`src/rtl/epp_pkg.sv`:
```
package epp_pkg;
    typedef enum logic [2:0] {
        ST_IDLE,
        ST_TURN,
        ST_STB,
        ST_REL,
        ST_DONE
    } epp_state_t;

    localparam logic [2:0] OFS_STATUS = 3'd1;
    localparam logic [2:0] OFS_CTRL   = 3'd2;
    localparam logic [2:0] OFS_EADDR  = 3'd3;
    localparam logic [2:0] OFS_EDATA  = 3'd4;

    // direction bit plus the four signal bits take part in the gate
    localparam logic [7:0] GATE_MASK  = 8'h2F;
    localparam logic [7:0] GATE_WRITE = 8'h04;
    localparam logic [7:0] GATE_READ  = 8'h24;
    localparam logic [7:0] CTRL_RESET = 8'h0C;
    localparam int         DIR_BIT    = 5;
endpackage

```
`src/rtl/epp_wait_timer.sv`:
```
module epp_wait_timer #(
    parameter int LIMIT = 2000
) (
    input  logic clk,
    input  logic rst_n,
    input  logic run_i,
    output logic expired_o
);
    localparam int TW = $clog2(LIMIT + 1);

    logic [TW-1:0] cnt_d, cnt_q;

    always_comb begin
        cnt_d = run_i ? cnt_q + TW'(1) : '0;
    end

    always_ff @(posedge clk or negedge rst_n) begin
        if (!rst_n) cnt_q <= '0;
        else        cnt_q <= cnt_d;
    end

    assign expired_o = run_i && (cnt_q == TW'(LIMIT - 1));

    // the owner must leave the strobe state no later than the last allowed clock
    a_r7_window_bound: assert property (@(posedge clk) disable iff (!rst_n)
        run_i |-> (cnt_q < TW'(LIMIT)));
endmodule

```
`src/rtl/epp_byte_lanes.sv`:
```
module epp_byte_lanes #(
    parameter int NB = 4
) (
    input  logic [8*NB-1:0]         word_i,
    input  logic [$clog2(NB)-1:0]   sel_i,
    input  logic [7:0]              byte_i,
    output logic [7:0]              byte_o,
    output logic [8*NB-1:0]         word_o
);
    logic [7:0] lane [NB];

    for (genvar g = 0; g < NB; g++) begin : g_lane
        assign lane[g] = word_i[8*g +: 8];
        assign word_o[8*g +: 8] = (sel_i == g) ? byte_i : word_i[8*g +: 8];
    end

    assign byte_o = lane[sel_i];
endmodule

```
`src/rtl/epp_gate.sv`:
```
module epp_gate
    import epp_pkg::*;
#(
    parameter int HOST_W     = 32,
    parameter int TMO_CYCLES = 2000
) (
    input  logic              clk,
    input  logic              rst_n,
    input  logic              req_i,
    input  logic              wr_i,
    input  logic [2:0]        addr_i,
    input  logic [1:0]        size_i,
    input  logic [HOST_W-1:0] wdata_i,
    output logic              ready_o,
    output logic [HOST_W-1:0] rdata_o,
    output logic [7:0]        ctrl_o,
    output logic [7:0]        pd_out_o,
    input  logic [7:0]        pd_in_i,
    output logic              pd_oe_o,
    output logic              astb_o,
    output logic              dstb_o,
    output logic              pwrite_o,
    input  logic              pwait_i
);
    localparam int NB = HOST_W / 8;
    localparam int IW = $clog2(NB);

    typedef struct packed {
        epp_state_t         state;
        logic [7:0]         ctrl;
        logic               tmo;
        logic               bus_in;
        logic               pwr;
        logic               wr;
        logic               is_addr;
        logic [IW-1:0]      idx;
        logic [IW-1:0]      last;
        logic [HOST_W-1:0]  wdat;
        logic [HOST_W-1:0]  rdat;
    } regs_t;

    regs_t q, d;

    logic              expired;
    logic [7:0]        lane_byte;
    logic [HOST_W-1:0] lane_word;
    logic [HOST_W-1:0] ones_mask;
    logic              gate_ok;
    logic [IW-1:0]     req_last;

    epp_wait_timer #(.LIMIT(TMO_CYCLES)) u_timer (
        .clk      (clk),
        .rst_n    (rst_n),
        .run_i    (q.state == ST_STB),
        .expired_o(expired)
    );

    epp_byte_lanes #(.NB(NB)) u_lanes (
        .word_i(q.wr ? q.wdat : q.rdat),
        .sel_i (q.idx),
        .byte_i(pd_in_i),
        .byte_o(lane_byte),
        .word_o(lane_word)
    );

    always_comb begin
        ones_mask = '0;
        for (int b = 0; b < NB; b++) begin
            if (b <= int'(q.last)) ones_mask[8*b +: 8] = 8'hFF;
        end
    end

    always_comb begin
        if (addr_i == OFS_EADDR || size_i == 2'd0) req_last = '0;
        else if (size_i == 2'd1)                   req_last = IW'(1);
        else                                       req_last = IW'(NB - 1);
        gate_ok = wr_i ? ((q.ctrl & GATE_MASK) == GATE_WRITE)
                       : ((q.ctrl & GATE_MASK) == GATE_READ);
    end

    always_comb begin
        d = q;
        unique case (q.state)
            ST_IDLE: begin
                if (req_i) begin
                    d.wr      = wr_i;
                    d.wdat    = wdata_i;
                    d.rdat    = '0;
                    d.idx     = '0;
                    d.last    = req_last;
                    d.is_addr = (addr_i == OFS_EADDR);
                    d.state   = ST_DONE;
                    case (addr_i)
                        OFS_STATUS: begin
                            if (wr_i) begin
                                if (wdata_i[0]) d.tmo = 1'b0;
                            end else begin
                                d.rdat = HOST_W'(q.tmo);
                            end
                        end
                        OFS_CTRL: begin
                            if (wr_i) begin
                                if (wdata_i[DIR_BIT] != q.ctrl[DIR_BIT]) begin
                                    d.bus_in = wdata_i[DIR_BIT];
                                    d.state  = ST_TURN;
                                end else begin
                                    d.ctrl = wdata_i[7:0];
                                end
                            end else begin
                                d.rdat = HOST_W'(q.ctrl);
                            end
                        end
                        OFS_EADDR, OFS_EDATA: begin
                            if (gate_ok) begin
                                d.pwr   = wr_i;
                                d.state = ST_STB;
                            end else if (!wr_i) begin
                                for (int b = 0; b < NB; b++) begin
                                    if (b <= int'(req_last)) d.rdat[8*b +: 8] = 8'hFF;
                                end
                            end
                        end
                        default: ;
                    endcase
                end
            end
            ST_TURN: begin
                d.ctrl  = q.wdat[7:0];
                d.state = ST_DONE;
            end
            ST_STB: begin
                if (pwait_i) begin
                    if (!q.wr) d.rdat = lane_word;
                    d.state = ST_REL;
                end else if (expired) begin
                    d.tmo   = 1'b1;
                    d.rdat  = q.wr ? '0 : ones_mask;
                    d.state = ST_DONE;
                end
            end
            ST_REL: begin
                if (!pwait_i) begin
                    if (q.idx == q.last) begin
                        d.state = ST_DONE;
                    end else begin
                        d.idx   = q.idx + IW'(1);
                        d.state = ST_STB;
                    end
                end
            end
            ST_DONE: begin
                d.pwr   = 1'b1;
                d.state = ST_IDLE;
            end
            default: d.state = ST_IDLE;
        endcase
    end

    always_ff @(posedge clk or negedge rst_n) begin
        if (!rst_n) begin
            q         <= '0;
            q.state   <= ST_IDLE;
            q.ctrl    <= CTRL_RESET;
            q.pwr     <= 1'b1;
        end else begin
            q <= d;
        end
    end

    assign ready_o  = (q.state == ST_DONE);
    assign rdata_o  = q.rdat;
    assign ctrl_o   = q.ctrl;
    assign pd_out_o = lane_byte;
    assign pd_oe_o  = !q.bus_in;
    assign astb_o   = (q.state == ST_STB) && q.is_addr;
    assign dstb_o   = (q.state == ST_STB) && !q.is_addr;
    assign pwrite_o = q.pwr;

    // a write strobe only ever starts under the write control pattern
    a_r2_write_gate: assert property (@(posedge clk) disable iff (!rst_n)
        ($rose(astb_o || dstb_o) && pwrite_o) |-> ((ctrl_o & GATE_MASK) == GATE_WRITE));

    // a read strobe only ever starts under the read control pattern
    a_r3_read_gate: assert property (@(posedge clk) disable iff (!rst_n)
        ($rose(astb_o || dstb_o) && !pwrite_o) |-> ((ctrl_o & GATE_MASK) == GATE_READ));

    // cycle direction does not move while a strobe is held
    a_r4_pwrite_stable: assert property (@(posedge clk) disable iff (!rst_n)
        ((astb_o || dstb_o) && $past(astb_o || dstb_o)) |-> $stable(pwrite_o));

    // bus turnaround never coincides with a control update
    a_r9_turn_first: assert property (@(posedge clk) disable iff (!rst_n)
        !$stable(pd_oe_o) |-> $stable(ctrl_o));

    // ready is a single-cycle pulse
    a_r10_ready_pulse: assert property (@(posedge clk) disable iff (!rst_n)
        ready_o |=> !ready_o);

    // the flag only clears after a status write with bit 0 set
    a_r8_clear_cause: assert property (@(posedge clk) disable iff (!rst_n)
        $fell(q.tmo) |-> $past(req_i && wr_i && addr_i == OFS_STATUS && wdata_i[0]));
endmodule

```
`config.mk`:
```
export PLATFORM = sky130hd
export DESIGN_NAME = epp_gate
export DESIGN_NICKNAME = d
export VERILOG_FILES = /design/src/rtl/epp_pkg.sv /design/src/rtl/epp_wait_timer.sv /design/src/rtl/epp_byte_lanes.sv /design/src/rtl/epp_gate.sv
export SDC_FILE = /design/constraint.sdc
export NUM_CORES = 1
export LEC_CHECK = 0
export BUFFER_PORTS_ARGS = -buffer_cell sky130_fd_sc_hd__clkbuf_2
export CORE_UTILIZATION = 34
export DETAILED_ROUTE_END_ITERATION = 8
export SYNTH_ARGS = -nofsm -noshare
export SYNTH_HDL_FRONTEND = slang
export SYNTH_SLANG_ARGS = --single-unit
export TNS_END_PERCENT = 5
```
`constraint.sdc`:
```
create_clock -name clk -period 3.26 [get_ports clk]
set_input_delay 0.489 -clock clk [delete_from_list [all_inputs] [get_ports clk]]
set_output_delay 0.489 -clock clk [all_outputs]
set_load 0.05 [all_outputs]
```
==> results of run 1 <==
critical path: cells and delay by family, from the launching register on:
kind | cells | cell delay, ns
buffers and inverters | 3 | 1.07
AO/OA/AOI/OAI | 2 | 0.44
flip-flops | 1 | 0.60
metrics by stage:
step,utilization,setup slack [ns]
2_1_floorplan,-,0.755
3_3_place_gp,0.376,0.602
3_5_place_dp,0.376,0.586
4_1_cts,0.394,0.313
5_1_grt,0.394,0.0591
6_report,0.394,0.302
cell usage in the layout, fill, tap and decap left out, types with 4 or more instances in the layout:
master	instances
sky130_fd_sc_hd__nand2_1	43
sky130_fd_sc_hd__mux2_2	49
sky130_fd_sc_hd__nor2_1	23
sky130_fd_sc_hd__buf_4	17
sky130_fd_sc_hd__and2_1	11
sky130_fd_sc_hd__nor3b_1	5
sky130_fd_sc_hd__nand2b_1	18
sky130_fd_sc_hd__a21oi_1	39
sky130_fd_sc_hd__ha_1	6
sky130_fd_sc_hd__clkbuf_16	9
sky130_fd_sc_hd__a31o_2	8
sky130_fd_sc_hd__nor3_1	5
sky130_fd_sc_hd__mux2i_1	26
sky130_fd_sc_hd__nor2b_1	17
sky130_fd_sc_hd__a31oi_1	34
sky130_fd_sc_hd__o31ai_1	10
sky130_fd_sc_hd__o211a_1	8
sky130_fd_sc_hd__nand3_1	4
sky130_fd_sc_hd__clkbuf_2	101
sky130_fd_sc_hd__inv_1	7
sky130_fd_sc_hd__xor2_1	7
sky130_fd_sc_hd__nand4_1	4
sky130_fd_sc_hd__xnor2_1	4
sky130_fd_sc_hd__dfrtp_1	91
sky130_fd_sc_hd__o21ai_0	56
sky130_fd_sc_hd__a211oi_1	27
sky130_fd_sc_hd__a221o_1	8
power by group through the flow:
stage / combinational [mW] / clock (mW) / sequential (mW)
after detailed placement: 2.48 / 0 / 1.88
final: 2.48 / 1.13 / 1.86
after floorplan: 2.16 / 0 / 1.74
after global routing: 2.64 / 1.21 / 1.91
after global placement: 2.47 / 0 / 1.87
after CTS: 2.48 / 1.16 / 1.86
final timing paths:
path                               endpoint  slack [ns]  cells after the start
min                             rdata_o[20]        0.20                      1
max                             pd_out_o[5]        0.30                      5
max in group asynchronous         ctrl_o[3]        2.31                      2
min reg2reg                u_timer.cnt_q[0]        0.49                      1
min in group clk                      q[42]        0.36                      2
max reg2reg                     rdata_o[19]        0.61                      5
metal layers:
layer,vias to the layer above,global-route usage
li1,2367,-
met1,2386,0.270
met2,179,0.289
met3,26,0.0486
met4,0,0.0674
met5,-,0
area by class of cell:
type / count / area share
sequential: 95 / 0.348
clock buffer: 12 / 0.0346
timing repair buffer: 120 / 0.0984
tap: 225 / 0.0412
clock inverter: 4 / 0.0106
inverter: 10 / 0.00549
multi-input combinational: 444 / 0.461
kinds of logic (layout without fill, tap and decap cells):
family	Yosys count	after routing
muxes	75	75
and+or+nand+nor	151	151
adders and majority gates	6	6
DFF	95	95
buffers and inverters	96	146
xor gates and xnor gates	11	11
AOI/OAI and AO/OA	201	201
registers in the layout, indices dropped and copies added, names as in the netlist:
name	count
q	43
rdata_o	32
u_timer.cnt_q	11
ctrl_o	8
pwrite_o	1
==> run_summary.xml, run 1 <==
<?xml version="1.0" encoding="UTF-8"?>
<metrics>
  <group name="status">
    <metric name="status" unit="">completed</metric>
  </group>
  <group name="grt">
    <metric name="initial_antenna_violation_count" unit="">1</metric>
    <metric name="grt_first_pass_wirelength" unit="µm">26900</metric>
    <metric name="grt.total_usage" unit="">0.194</metric>
    <metric name="pin_count_of_the_biggest_net_entering_global_routing" unit="">56</metric>
    <metric name="grt-ovfl-total" unit="">0</metric>
    <metric name="via_count_of_the_first_global_routing_pass" unit="">4685</metric>
  </group>
  <group name="layout">
    <metric name="num_antenna_cells" unit="">0</metric>
    <metric name="num-nets-final" unit="">736</metric>
    <metric name="drive_gt1_frac" unit="">0.299</metric>
    <metric name="layout-area-overhead-vs-synth" unit="%">13.1</metric>
    <metric name="register_area" unit="µm²">2380</metric>
    <metric name="fillCellCount" unit="">1756</metric>
    <metric name="instances_no_fill" unit="">910</metric>
    <metric name="final_area" unit="µm²">6840</metric>
    <metric name="multi_input_comb_area" unit="µm²">3160</metric>
  </group>
  <group name="synth">
    <metric name="synth_area_leader_cell" unit="">sky130_fd_sc_hd__dfrtp_1</metric>
    <metric name="synth.most_common_cell" unit="">sky130_fd_sc_hd__dfrtp_1</metric>
    <metric name="number_of_synthesized_flops_with_an_enable_pin" unit="">0</metric>
    <metric name="synth.cell_area" unit="µm²">6050</metric>
    <metric name="post_synth_xor_area_fraction" unit="">0.0159</metric>
    <metric name="synth.avg_cell_area" unit="µm²">9.52</metric>
    <metric name="post_synth_main_area_contributors" unit="">sky130_fd_sc_hd__dfrtp_1 (38%), sky130_fd_sc_hd__mux2_2 (9.1%), sky130_fd_sc_hd__buf_4 (5.0%)</metric>
    <metric name="synthFlopType" unit="">sky130_fd_sc_hd__dfrtp_1</metric>
    <metric name="synth_async_sr_flop_share" unit="">1.00</metric>
    <metric name="synth_top_area_frac" unit="">0.381</metric>
    <metric name="ys_seq_elements" unit="">95</metric>
    <metric name="synthCells" unit="">635</metric>
    <metric name="syn_nets" unit="">691</metric>
    <metric name="synth_seq_area_share" unit="">0.394</metric>
    <metric name="synth-compound-area-share" unit="">0.221</metric>
    <metric name="post_synthesis_share_of_cell_area_spent_on_and_or_nand_and_nor_gates" unit="">0.134</metric>
    <metric name="netlist_top_cells_count" unit="">sky130_fd_sc_hd__dfrtp_1 (92), sky130_fd_sc_hd__o21ai_0 (56), sky130_fd_sc_hd__mux2_2 (49)</metric>
    <metric name="post_synth_fa_ha_maj_area_fraction" unit="">0.0124</metric>
    <metric name="post_synth_num_cell_types" unit="">55</metric>
    <metric name="synth.yosys.warnings" unit="">0</metric>
    <metric name="synth_top_family_by_area" unit="">compound AO/OA/AOI/OAI gates</metric>
    <metric name="synth.area.mux_share" unit="">0.134</metric>
  </group>
  <group name="drt">
    <metric name="route.detailed.wl_per_inst" unit="µm">18.6</metric>
    <metric name="route.vias.total" unit="">4958</metric>
    <metric name="via_per_inst" unit="">5.45</metric>
    <metric name="met1_length" unit="µm">8050</metric>
    <metric name="dr_wl_met2" unit="µm">7290</metric>
    <metric name="drt_first_pass_iters" unit="">5</metric>
    <metric name="drt_iter0_markers" unit="">457</metric>
    <metric name="highest_metal_layer_used_by_the_detailed_router" unit="">met4</metric>
    <metric name="route.met3.wl" unit="µm">1180</metric>
    <metric name="drt_drc_violations_left" unit="">0</metric>
    <metric name="antenna_left" unit="">0</metric>
    <metric name="detail_route.wirelength" unit="µm">16900</metric>
  </group>
  <group name="timing">
    <metric name="fin_tns_setup" unit="ns">0</metric>
    <metric name="grt_setup_unrepaired" unit="">no</metric>
    <metric name="fin_worst_hold_slack" unit="ns">0.198</metric>
    <metric name="worst_slew_pin_slew" unit="ns">1.20</metric>
    <metric name="maxSlewHeadroom" unit="">0.197</metric>
    <metric name="report.final.setup_viol" unit="">0</metric>
    <metric name="timing_hold_violations_final" unit="">0</metric>
    <metric name="fin_crit_sh" unit="">0.907</metric>
    <metric name="maxSlewViolCount" unit="">0</metric>
    <metric name="fmax" unit="MHz">338</metric>
    <metric name="fin_clk_skew" unit="ns">0.0112</metric>
    <metric name="post-route-min-period" unit="ns">2.96</metric>
  </group>
  <group name="power">
    <metric name="vdd.ir_drop.worst" unit="mV">0.512</metric>
    <metric name="powerDensity" unit="nW/µm²">800</metric>
    <metric name="clock_power_frac" unit="">0.207</metric>
    <metric name="combPwrFrac" unit="">0.453</metric>
    <metric name="report.power.total" unit="mW">5.47</metric>
    <metric name="register_share_of_total_power" unit="">0.341</metric>
    <metric name="cell_internal_pwr" unit="mW">2.98</metric>
    <metric name="power_leakage" unit="nW">2.94</metric>
    <metric name="power.switching" unit="mW">2.49</metric>
    <metric name="p_sw_frac" unit="">0.454</metric>
  </group>
  <group name="min_path">
    <metric name="hold_path_class" unit="">in2async</metric>
  </group>
  <group name="critical_path">
    <metric name="slowest_stage" unit="">sky130_fd_sc_hd__dfrtp_1</metric>
    <metric name="worstSetupPathType" unit="">reg2out</metric>
    <metric name="slowest_delay" unit="ns">0.60</metric>
    <metric name="crit_start" unit="">q[67]</metric>
    <metric name="timing.critical_path.required" unit="ns">2.77</metric>
    <metric name="cells_along_the_critical_path" unit="">clkinv_1 -&gt; buf_4 -&gt; a211oi_1 -&gt; a31o_2 -&gt; clkbuf_2</metric>
    <metric name="critical_path.reg2reg.startpoint" unit="">u_timer.cnt_q[0]</metric>
    <metric name="path_max_fanout" unit="">16</metric>
    <metric name="worst-endpoint-arrival" unit="ns">2.47</metric>
    <metric name="worstSetupEndpointType" unit="">output pin</metric>
    <metric name="start_kind" unit="">flop</metric>
  </group>
  <group name="floorplanning">
    <metric name="io_pins" unit="">103</metric>
    <metric name="floorplan.initialDensity" unit="">0.348</metric>
    <metric name="core_area" unit="µm²">17400</metric>
    <metric name="die_area" unit="µm²">18300</metric>
    <metric name="fp.dieH" unit="µm">135</metric>
    <metric name="dieWidth" unit="µm">135</metric>
    <metric name="floorplan.rows" unit="">48</metric>
  </group>
  <group name="placed_design">
    <metric name="numPortBuffers" unit="">102</metric>
    <metric name="dp_hpwl" unit="µm">12400</metric>
    <metric name="globalplace.congestion" unit="">0.880</metric>
    <metric name="placed_cell_area" unit="µm²">6530</metric>
    <metric name="placedCellCount" unit="">894</metric>
  </group>
  <group name="cts">
    <metric name="clock_sink_count" unit="">95</metric>
    <metric name="cts_buffer_depth" unit="">2</metric>
    <metric name="ctsHtreeMaxLevel" unit="">3</metric>
    <metric name="cts_made_buffers" unit="">9</metric>
    <metric name="root_driver" unit="">sky130_fd_sc_hd__clkbuf_16</metric>
    <metric name="cts_tree" unit="">done</metric>
    <metric name="post_cts_resized" unit="">0</metric>
    <metric name="cts_hold_buffers" unit="">0</metric>
    <metric name="clock_transition_at_the_registers_of_the_reported_paths" unit="ns">0.06</metric>
    <metric name="worstSkewPairLatency" unit="ns">0.36</metric>
    <metric name="post_cts_repair_setup_buffers" unit="">0</metric>
  </group>
  <group name="flow_run">
    <metric name="timing.max_cap.violations" unit="">0</metric>
  </group>
</metrics>
Note: power is estimated with default switching activity, not from simulation.
==> run 2: changes to the inputs <==
CORE_UTILIZATION = 50   (was 34)
PLACE_DENSITY = 0.72   (was not set)
==> run 2 against run 1 <==
Compared with the run above: the flow now finishes with violations (design-rule violations); clock-buffer cell count rose by 1; setup slack improved by 0.090 ns; hold slack got worse by 0.034 ns; via count rose by 1.9%; cell count fell by 9.3%; critical endpoint is now pd_out_o[6].
==> run_summary.xml, run 2 (synthesized netlist as in run 1, its figures left out) <==
<?xml version="1.0" encoding="UTF-8"?>
<metrics>
  <group name="status">
    <metric name="status" unit="">finished, violations left</metric>
    <metric name="violations" unit="">design-rule violations</metric>
  </group>
  <group name="layout">
    <metric name="commonest_cells_after_routing_fill_and_taps_aside" unit="">sky130_fd_sc_hd__clkbuf_2 (101), sky130_fd_sc_hd__dfrtp_1 (91), sky130_fd_sc_hd__o21ai_0 (56)</metric>
    <metric name="largest_register" unit="">q</metric>
    <metric name="fillCellCount" unit="">1046</metric>
    <metric name="num-nets-final" unit="">733</metric>
    <metric name="register_area" unit="µm²">2380</metric>
    <metric name="instances_no_fill" unit="">825</metric>
    <metric name="layout-area-overhead-vs-synth" unit="%">11.5</metric>
    <metric name="multi_input_comb_area" unit="µm²">3160</metric>
    <metric name="largest_reg_flops" unit="">43</metric>
    <metric name="num_antenna_cells" unit="">0</metric>
    <metric name="final_common_cell" unit="">sky130_fd_sc_hd__clkbuf_2</metric>
    <metric name="drive_gt1_frac" unit="">0.299</metric>
  </group>
  <group name="floorplanning">
    <metric name="floorplan.initialDensity" unit="">0.521</metric>
    <metric name="fp.dieH" unit="µm">112</metric>
    <metric name="die_area" unit="µm²">12500</metric>
    <metric name="dieWidth" unit="µm">112</metric>
    <metric name="core_area" unit="µm²">11600</metric>
    <metric name="io_pins" unit="">103</metric>
    <metric name="floorplan.rows" unit="">39</metric>
  </group>
  <group name="cts">
    <metric name="clock_transition_at_the_registers_of_the_reported_paths" unit="ns">0.07</metric>
    <metric name="cts_tree" unit="">done</metric>
    <metric name="root_driver" unit="">sky130_fd_sc_hd__clkbuf_16</metric>
    <metric name="ctsHtreeMaxLevel" unit="">3</metric>
    <metric name="post_cts_resized" unit="">0</metric>
    <metric name="worstSkewPairLatency" unit="ns">0.35</metric>
    <metric name="cts_hold_buffers" unit="">0</metric>
    <metric name="post_cts_repair_setup_buffers" unit="">0</metric>
    <metric name="clock_sink_count" unit="">95</metric>
    <metric name="cts_buffer_depth" unit="">2</metric>
    <metric name="cts_made_buffers" unit="">9</metric>
  </group>
  <group name="timing">
    <metric name="worst_slew_pin_slew" unit="ns">0.864</metric>
    <metric name="fin_crit_sh" unit="">0.880</metric>
    <metric name="post-route-min-period" unit="ns">2.87</metric>
    <metric name="timing_hold_violations_final" unit="">0</metric>
    <metric name="fin_clk_skew" unit="ns">0.0112</metric>
    <metric name="fin_tns_setup" unit="ns">0</metric>
    <metric name="setup_ws" unit="ns">0.392</metric>
    <metric name="fmax" unit="MHz">349</metric>
    <metric name="report.final.setup_viol" unit="">0</metric>
    <metric name="grt_setup_unrepaired" unit="">no</metric>
    <metric name="maxSlewHeadroom" unit="">0.416</metric>
    <metric name="maxSlewViolCount" unit="">0</metric>
  </group>
  <group name="drt">
    <metric name="drt_iter0_markers" unit="">404</metric>
    <metric name="detail_route.wirelength" unit="µm">15700</metric>
    <metric name="via_per_inst" unit="">6.13</metric>
    <metric name="drt_drc_violations_left" unit="">8</metric>
    <metric name="highest_metal_layer_used_by_the_detailed_router" unit="">met4</metric>
    <metric name="dr_wl_met2" unit="µm">7370</metric>
    <metric name="route.vias.total" unit="">5054</metric>
    <metric name="antenna_left" unit="">0</metric>
    <metric name="met1_length" unit="µm">6790</metric>
    <metric name="drt_first_pass_iters" unit="">7</metric>
    <metric name="route.met3.wl" unit="µm">1080</metric>
    <metric name="route.detailed.wl_per_inst" unit="µm">19.1</metric>
  </group>
  <group name="placed_design">
    <metric name="globalplace.congestion" unit="">0.909</metric>
    <metric name="dp_hpwl" unit="µm">11200</metric>
    <metric name="numPortBuffers" unit="">102</metric>
    <metric name="placedCellCount" unit="">809</metric>
    <metric name="pre_cts_ws" unit="ns">0.603</metric>
  </group>
  <group name="critical_path">
    <metric name="worst-endpoint-arrival" unit="ns">2.38</metric>
    <metric name="timing.critical_path.required" unit="ns">2.77</metric>
    <metric name="worstSetupPathType" unit="">reg2out</metric>
    <metric name="worstSetupEndpointType" unit="">output pin</metric>
    <metric name="start_kind" unit="">flop</metric>
    <metric name="path_max_fanout" unit="">33</metric>
  </group>
  <group name="power">
    <metric name="report.power.total" unit="mW">5.49</metric>
    <metric name="powerDensity" unit="nW/µm²">814</metric>
    <metric name="vdd.ir_drop.worst" unit="mV">0.464</metric>
    <metric name="power_leakage" unit="nW">2.95</metric>
  </group>
  <group name="min_path">
    <metric name="hold_path_class" unit="">in2async</metric>
  </group>
  <group name="grt">
    <metric name="grt.total_usage" unit="">0.263</metric>
    <metric name="via_count_of_the_first_global_routing_pass" unit="">4908</metric>
    <metric name="grt_first_pass_wirelength" unit="µm">25900</metric>
    <metric name="grt-ovfl-total" unit="">0</metric>
    <metric name="pin_count_of_the_biggest_net_entering_global_routing" unit="">51</metric>
    <metric name="initial_antenna_violation_count" unit="">0</metric>
  </group>
  <group name="flow_run">
    <metric name="timing.max_cap.violations" unit="">0</metric>
  </group>
</metrics>
==> run 2: cell types whose count changed in the layout (fill, tap and decap cells not counted), sizes merged <==
cell      change
buf           -3
clkinvlp      -1
clkbuf        +1
==> run 2: per-stage QoR <==
stage | hold slack [ns] | area [µm²] | utilization
CTS | 0.178 | 6740 | 0.580
global placement | 0.464 | 6410 | 0.552
detailed placement | 0.492 | 6410 | 0.552
global route | 0.211 | 6740 | 0.580
floorplan | 0.193 | 6050 | -
finish | 0.164 | 6740 | 0.580
==> run 2: critical path: stages, from the launching register on <==
cell and delay [ns]:
sky130_fd_sc_hd__dfrtp_2 0.75, sky130_fd_sc_hd__buf_12 0.29, sky130_fd_sc_hd__mux2i_1 0.36, sky130_fd_sc_hd__a211oi_1 0.13
sky130_fd_sc_hd__a31o_2 0.24, sky130_fd_sc_hd__clkbuf_2 0.23
==> run 2: final cells by class <==
| class | instances | area share |
|---|---|---|
| Multi-Input combinational cell | 444 | 0.468 |
| Tap cell | 143 | 0.0265 |
| Timing Repair Buffer | 117 | 0.0965 |
| Inverter | 10 | 0.00557 |
| Clock inverter | 3 | 0.00965 |
| Sequential cell | 95 | 0.353 |
| Clock buffer | 13 | 0.0401 |
==> run 2: per-layer routing <==
layer / global-route usage / vias up
met5: 0 / -
li1: - / 2374
met4: 0.115 / 0
met3: 0.0550 / 41
met1: 0.359 / 2424
met2: 0.407 / 215
==> run 2: final timing paths <==
kind	endpoint	depth (start not counted)	slack, ns	from
worst max-delay path	pd_out_o[6]	5	0.39	q[69]
worst min-delay path	q[47]	1	0.16	rst_n
worst max register to register	rdata_o[28]	5	0.80	ctrl_o[5]
worst min register to register	u_timer.cnt_q[0]	1	0.50	u_timer.cnt_q[0]
max in group asynchronous	pwrite_o	2	2.37	rst_n
min in group clk	q[62]	2	0.37	wdata_i[30]
==> run 2: report_power, final <==
part,switching [mW],leakage (nW),internal [mW]
Sequential,0.337,1.18,1.52
Combinational,1.66,1.60,0.786
Clock,0.444,0.166,0.734
==> run 3: changes to the inputs <==
clock period = 3.7 ns   (was 3.26 ns; I/O delays follow)
==> run 3 against run 2 <==
Compared with the run above: critical path type unchanged; cell count is 0.36% higher; non-clock buffer count is 3 higher; the flow still finishes with violations (design-rule violations); setup slack better by 0.34 ns.
==> run_summary.xml, run 3 (synthesized netlist as in run 1, its figures left out) <==
<?xml version="1.0" encoding="UTF-8"?>
<metrics>
  <group name="cts">
    <metric name="cts_made_buffers" unit="">9</metric>
    <metric name="worstSkewPairLatency" unit="ns">0.35</metric>
    <metric name="cts_hold_buffers" unit="">0</metric>
    <metric name="ctsHtreeMaxLevel" unit="">3</metric>
    <metric name="post_cts_resized" unit="">0</metric>
    <metric name="cts_tree" unit="">done</metric>
    <metric name="clock_sink_count" unit="">95</metric>
    <metric name="post_cts_repair_setup_buffers" unit="">0</metric>
    <metric name="cts_buffer_depth" unit="">2</metric>
    <metric name="root_driver" unit="">sky130_fd_sc_hd__clkbuf_16</metric>
    <metric name="clock_transition_at_the_registers_of_the_reported_paths" unit="ns">0.07</metric>
  </group>
  <group name="grt">
    <metric name="grt.total_usage" unit="">0.260</metric>
    <metric name="via_count_of_the_first_global_routing_pass" unit="">4813</metric>
    <metric name="grt-ovfl-total" unit="">0</metric>
    <metric name="initial_antenna_violation_count" unit="">0</metric>
    <metric name="grt_first_pass_wirelength" unit="µm">25400</metric>
    <metric name="pin_count_of_the_biggest_net_entering_global_routing" unit="">49</metric>
  </group>
  <group name="layout">
    <metric name="final_common_cell" unit="">sky130_fd_sc_hd__clkbuf_2</metric>
    <metric name="commonest_cells_after_routing_fill_and_taps_aside" unit="">sky130_fd_sc_hd__clkbuf_2 (101), sky130_fd_sc_hd__dfrtp_1 (91), sky130_fd_sc_hd__o21ai_0 (56)</metric>
    <metric name="largest_register" unit="">q</metric>
    <metric name="fillCellCount" unit="">1037</metric>
    <metric name="largest_reg_flops" unit="">43</metric>
    <metric name="num-nets-final" unit="">736</metric>
    <metric name="drive_gt1_frac" unit="">0.304</metric>
    <metric name="register_area" unit="µm²">2380</metric>
    <metric name="final_area" unit="µm²">6700</metric>
    <metric name="num_antenna_cells" unit="">0</metric>
    <metric name="layout-area-overhead-vs-synth" unit="%">10.8</metric>
    <metric name="multi_input_comb_area" unit="µm²">3160</metric>
    <metric name="fin_util" unit="">0.577</metric>
  </group>
  <group name="critical_path">
    <metric name="slowest_stage" unit="">sky130_fd_sc_hd__dfrtp_2</metric>
    <metric name="worstSetupEndpointType" unit="">output pin</metric>
    <metric name="start_kind" unit="">flop</metric>
    <metric name="reg2regPathDepth" unit="">6</metric>
    <metric name="worstSetupPathType" unit="">reg2out</metric>
    <metric name="worst-endpoint-arrival" unit="ns">2.41</metric>
    <metric name="slowest_delay" unit="ns">0.85</metric>
    <metric name="timing.critical_path.required" unit="ns">3.14</metric>
    <metric name="cells_along_the_critical_path" unit="">buf_4 -&gt; mux2i_1 -&gt; a211oi_1 -&gt; a31o_2 -&gt; clkbuf_2</metric>
    <metric name="path_max_fanout" unit="">32</metric>
  </group>
  <group name="timing">
    <metric name="report.final.setup_viol" unit="">0</metric>
    <metric name="maxSlewHeadroom" unit="">0.332</metric>
    <metric name="post-route-min-period" unit="ns">2.97</metric>
    <metric name="setup_ws" unit="ns">0.732</metric>
    <metric name="worst_slew_pin_slew" unit="ns">1.00</metric>
    <metric name="fin_tns_setup" unit="ns">0</metric>
    <metric name="grt_setup_unrepaired" unit="">no</metric>
    <metric name="fmax" unit="MHz">337</metric>
    <metric name="fin_crit_sh" unit="">0.802</metric>
    <metric name="maxSlewViolCount" unit="">0</metric>
    <metric name="timing_hold_violations_final" unit="">0</metric>
    <metric name="fin_clk_skew" unit="ns">0.00517</metric>
  </group>
  <group name="power">
    <metric name="register_share_of_total_power" unit="">0.353</metric>
    <metric name="vdd.ir_drop.worst" unit="mV">0.333</metric>
    <metric name="power.switching" unit="mW">2.15</metric>
    <metric name="report.power.total" unit="mW">4.72</metric>
    <metric name="combPwrFrac" unit="">0.448</metric>
    <metric name="power_leakage" unit="nW">2.93</metric>
    <metric name="clock_power_frac" unit="">0.198</metric>
    <metric name="p_sw_frac" unit="">0.456</metric>
    <metric name="cell_internal_pwr" unit="mW">2.57</metric>
    <metric name="powerDensity" unit="nW/µm²">705</metric>
  </group>
  <group name="drt">
    <metric name="antenna_left" unit="">0</metric>
    <metric name="via_per_inst" unit="">6.09</metric>
    <metric name="drt_drc_violations_left" unit="">7</metric>
    <metric name="route.detailed.wl_per_inst" unit="µm">19.1</metric>
    <metric name="route.vias.total" unit="">5046</metric>
    <metric name="drt_iter0_markers" unit="">398</metric>
    <metric name="drt_first_pass_iters" unit="">9</metric>
    <metric name="detail_route.wirelength" unit="µm">15800</metric>
  </group>
  <group name="status">
    <metric name="status" unit="">finished, violations left</metric>
    <metric name="violations" unit="">design-rule violations</metric>
  </group>
  <group name="flow_run">
    <metric name="timing.max_cap.violations" unit="">0</metric>
  </group>
  <group name="floorplanning">
    <metric name="dieWidth" unit="µm">112</metric>
    <metric name="core_area" unit="µm²">11600</metric>
    <metric name="fp.dieH" unit="µm">112</metric>
    <metric name="floorplan.rows" unit="">39</metric>
    <metric name="die_area" unit="µm²">12500</metric>
    <metric name="floorplan.initialDensity" unit="">0.521</metric>
    <metric name="io_pins" unit="">103</metric>
  </group>
  <group name="placed_design">
    <metric name="pre_cts_ws" unit="ns">1.08</metric>
    <metric name="placed_cell_area" unit="µm²">6400</metric>
    <metric name="dp_hpwl" unit="µm">11600</metric>
    <metric name="globalplace.congestion" unit="">0.927</metric>
    <metric name="numPortBuffers" unit="">102</metric>
  </group>
  <group name="min_path">
    <metric name="hold_path_class" unit="">in2async</metric>
  </group>
</metrics>
[run 3: final timing paths]
path                             startpoint          endpoint  slack [ns]
max reg2reg                u_timer.cnt_q[0]       rdata_o[24]        1.13
min reg2reg                u_timer.cnt_q[0]  u_timer.cnt_q[0]        0.50
min                                   rst_n             q[47]        0.22
max in group asynchronous             rst_n       rdata_o[29]        2.62
max                                   q[69]       pd_out_o[7]        0.73
min in group clk                wdata_i[19]             q[51]        0.43
[run 3: stage by stage]
| step | hold slack [ns] | cells |
|---|---|---|
| after floorplan | 0.259 | 635 |
| after global placement | 0.462 | 812 |
| after detailed placement | 0.498 | 812 |
| after CTS | 0.230 | 828 |
| after global routing | 0.269 | 828 |
| final | 0.216 | 828 |
[run 3: final cells by class]
cell class / count / area share
clock buffer: 10 / 0.0357
clock inverter: 6 / 0.00896
inverter: 10 / 0.00560
multi-input combinational: 444 / 0.471
sequential: 95 / 0.355
tap: 143 / 0.0267
timing repair buffer: 120 / 0.0967
[run 3: critical path, delay by kind of cell, from the launching register on]
family | cells | cell delay [ns]
buf+inv | 2 | 0.58
flops | 1 | 0.85
mux | 1 | 0.24
compound gates | 2 | 0.37
[run 3: power groups by stage]
stage	Sequential, mW	Clock (mW)	Combinational, mW
detailed placement	1.68	0	2.11
global placement	1.67	0	2.08
finish	1.67	0.938	2.12
global route	1.71	0.994	2.24
floorplan	1.53	0	1.91
CTS	1.66	0.955	2.12
[run 3: routing by layer]
layer / up-vias / track usage / wire length [µm]
li1: 2373 / - / -
met1: 2412 / 0.348 / 6850
met2: 222 / 0.405 / 7280
met3: 39 / 0.0631 / 1190
met4: 0 / 0.108 / 496
met5: - / 0 / 0
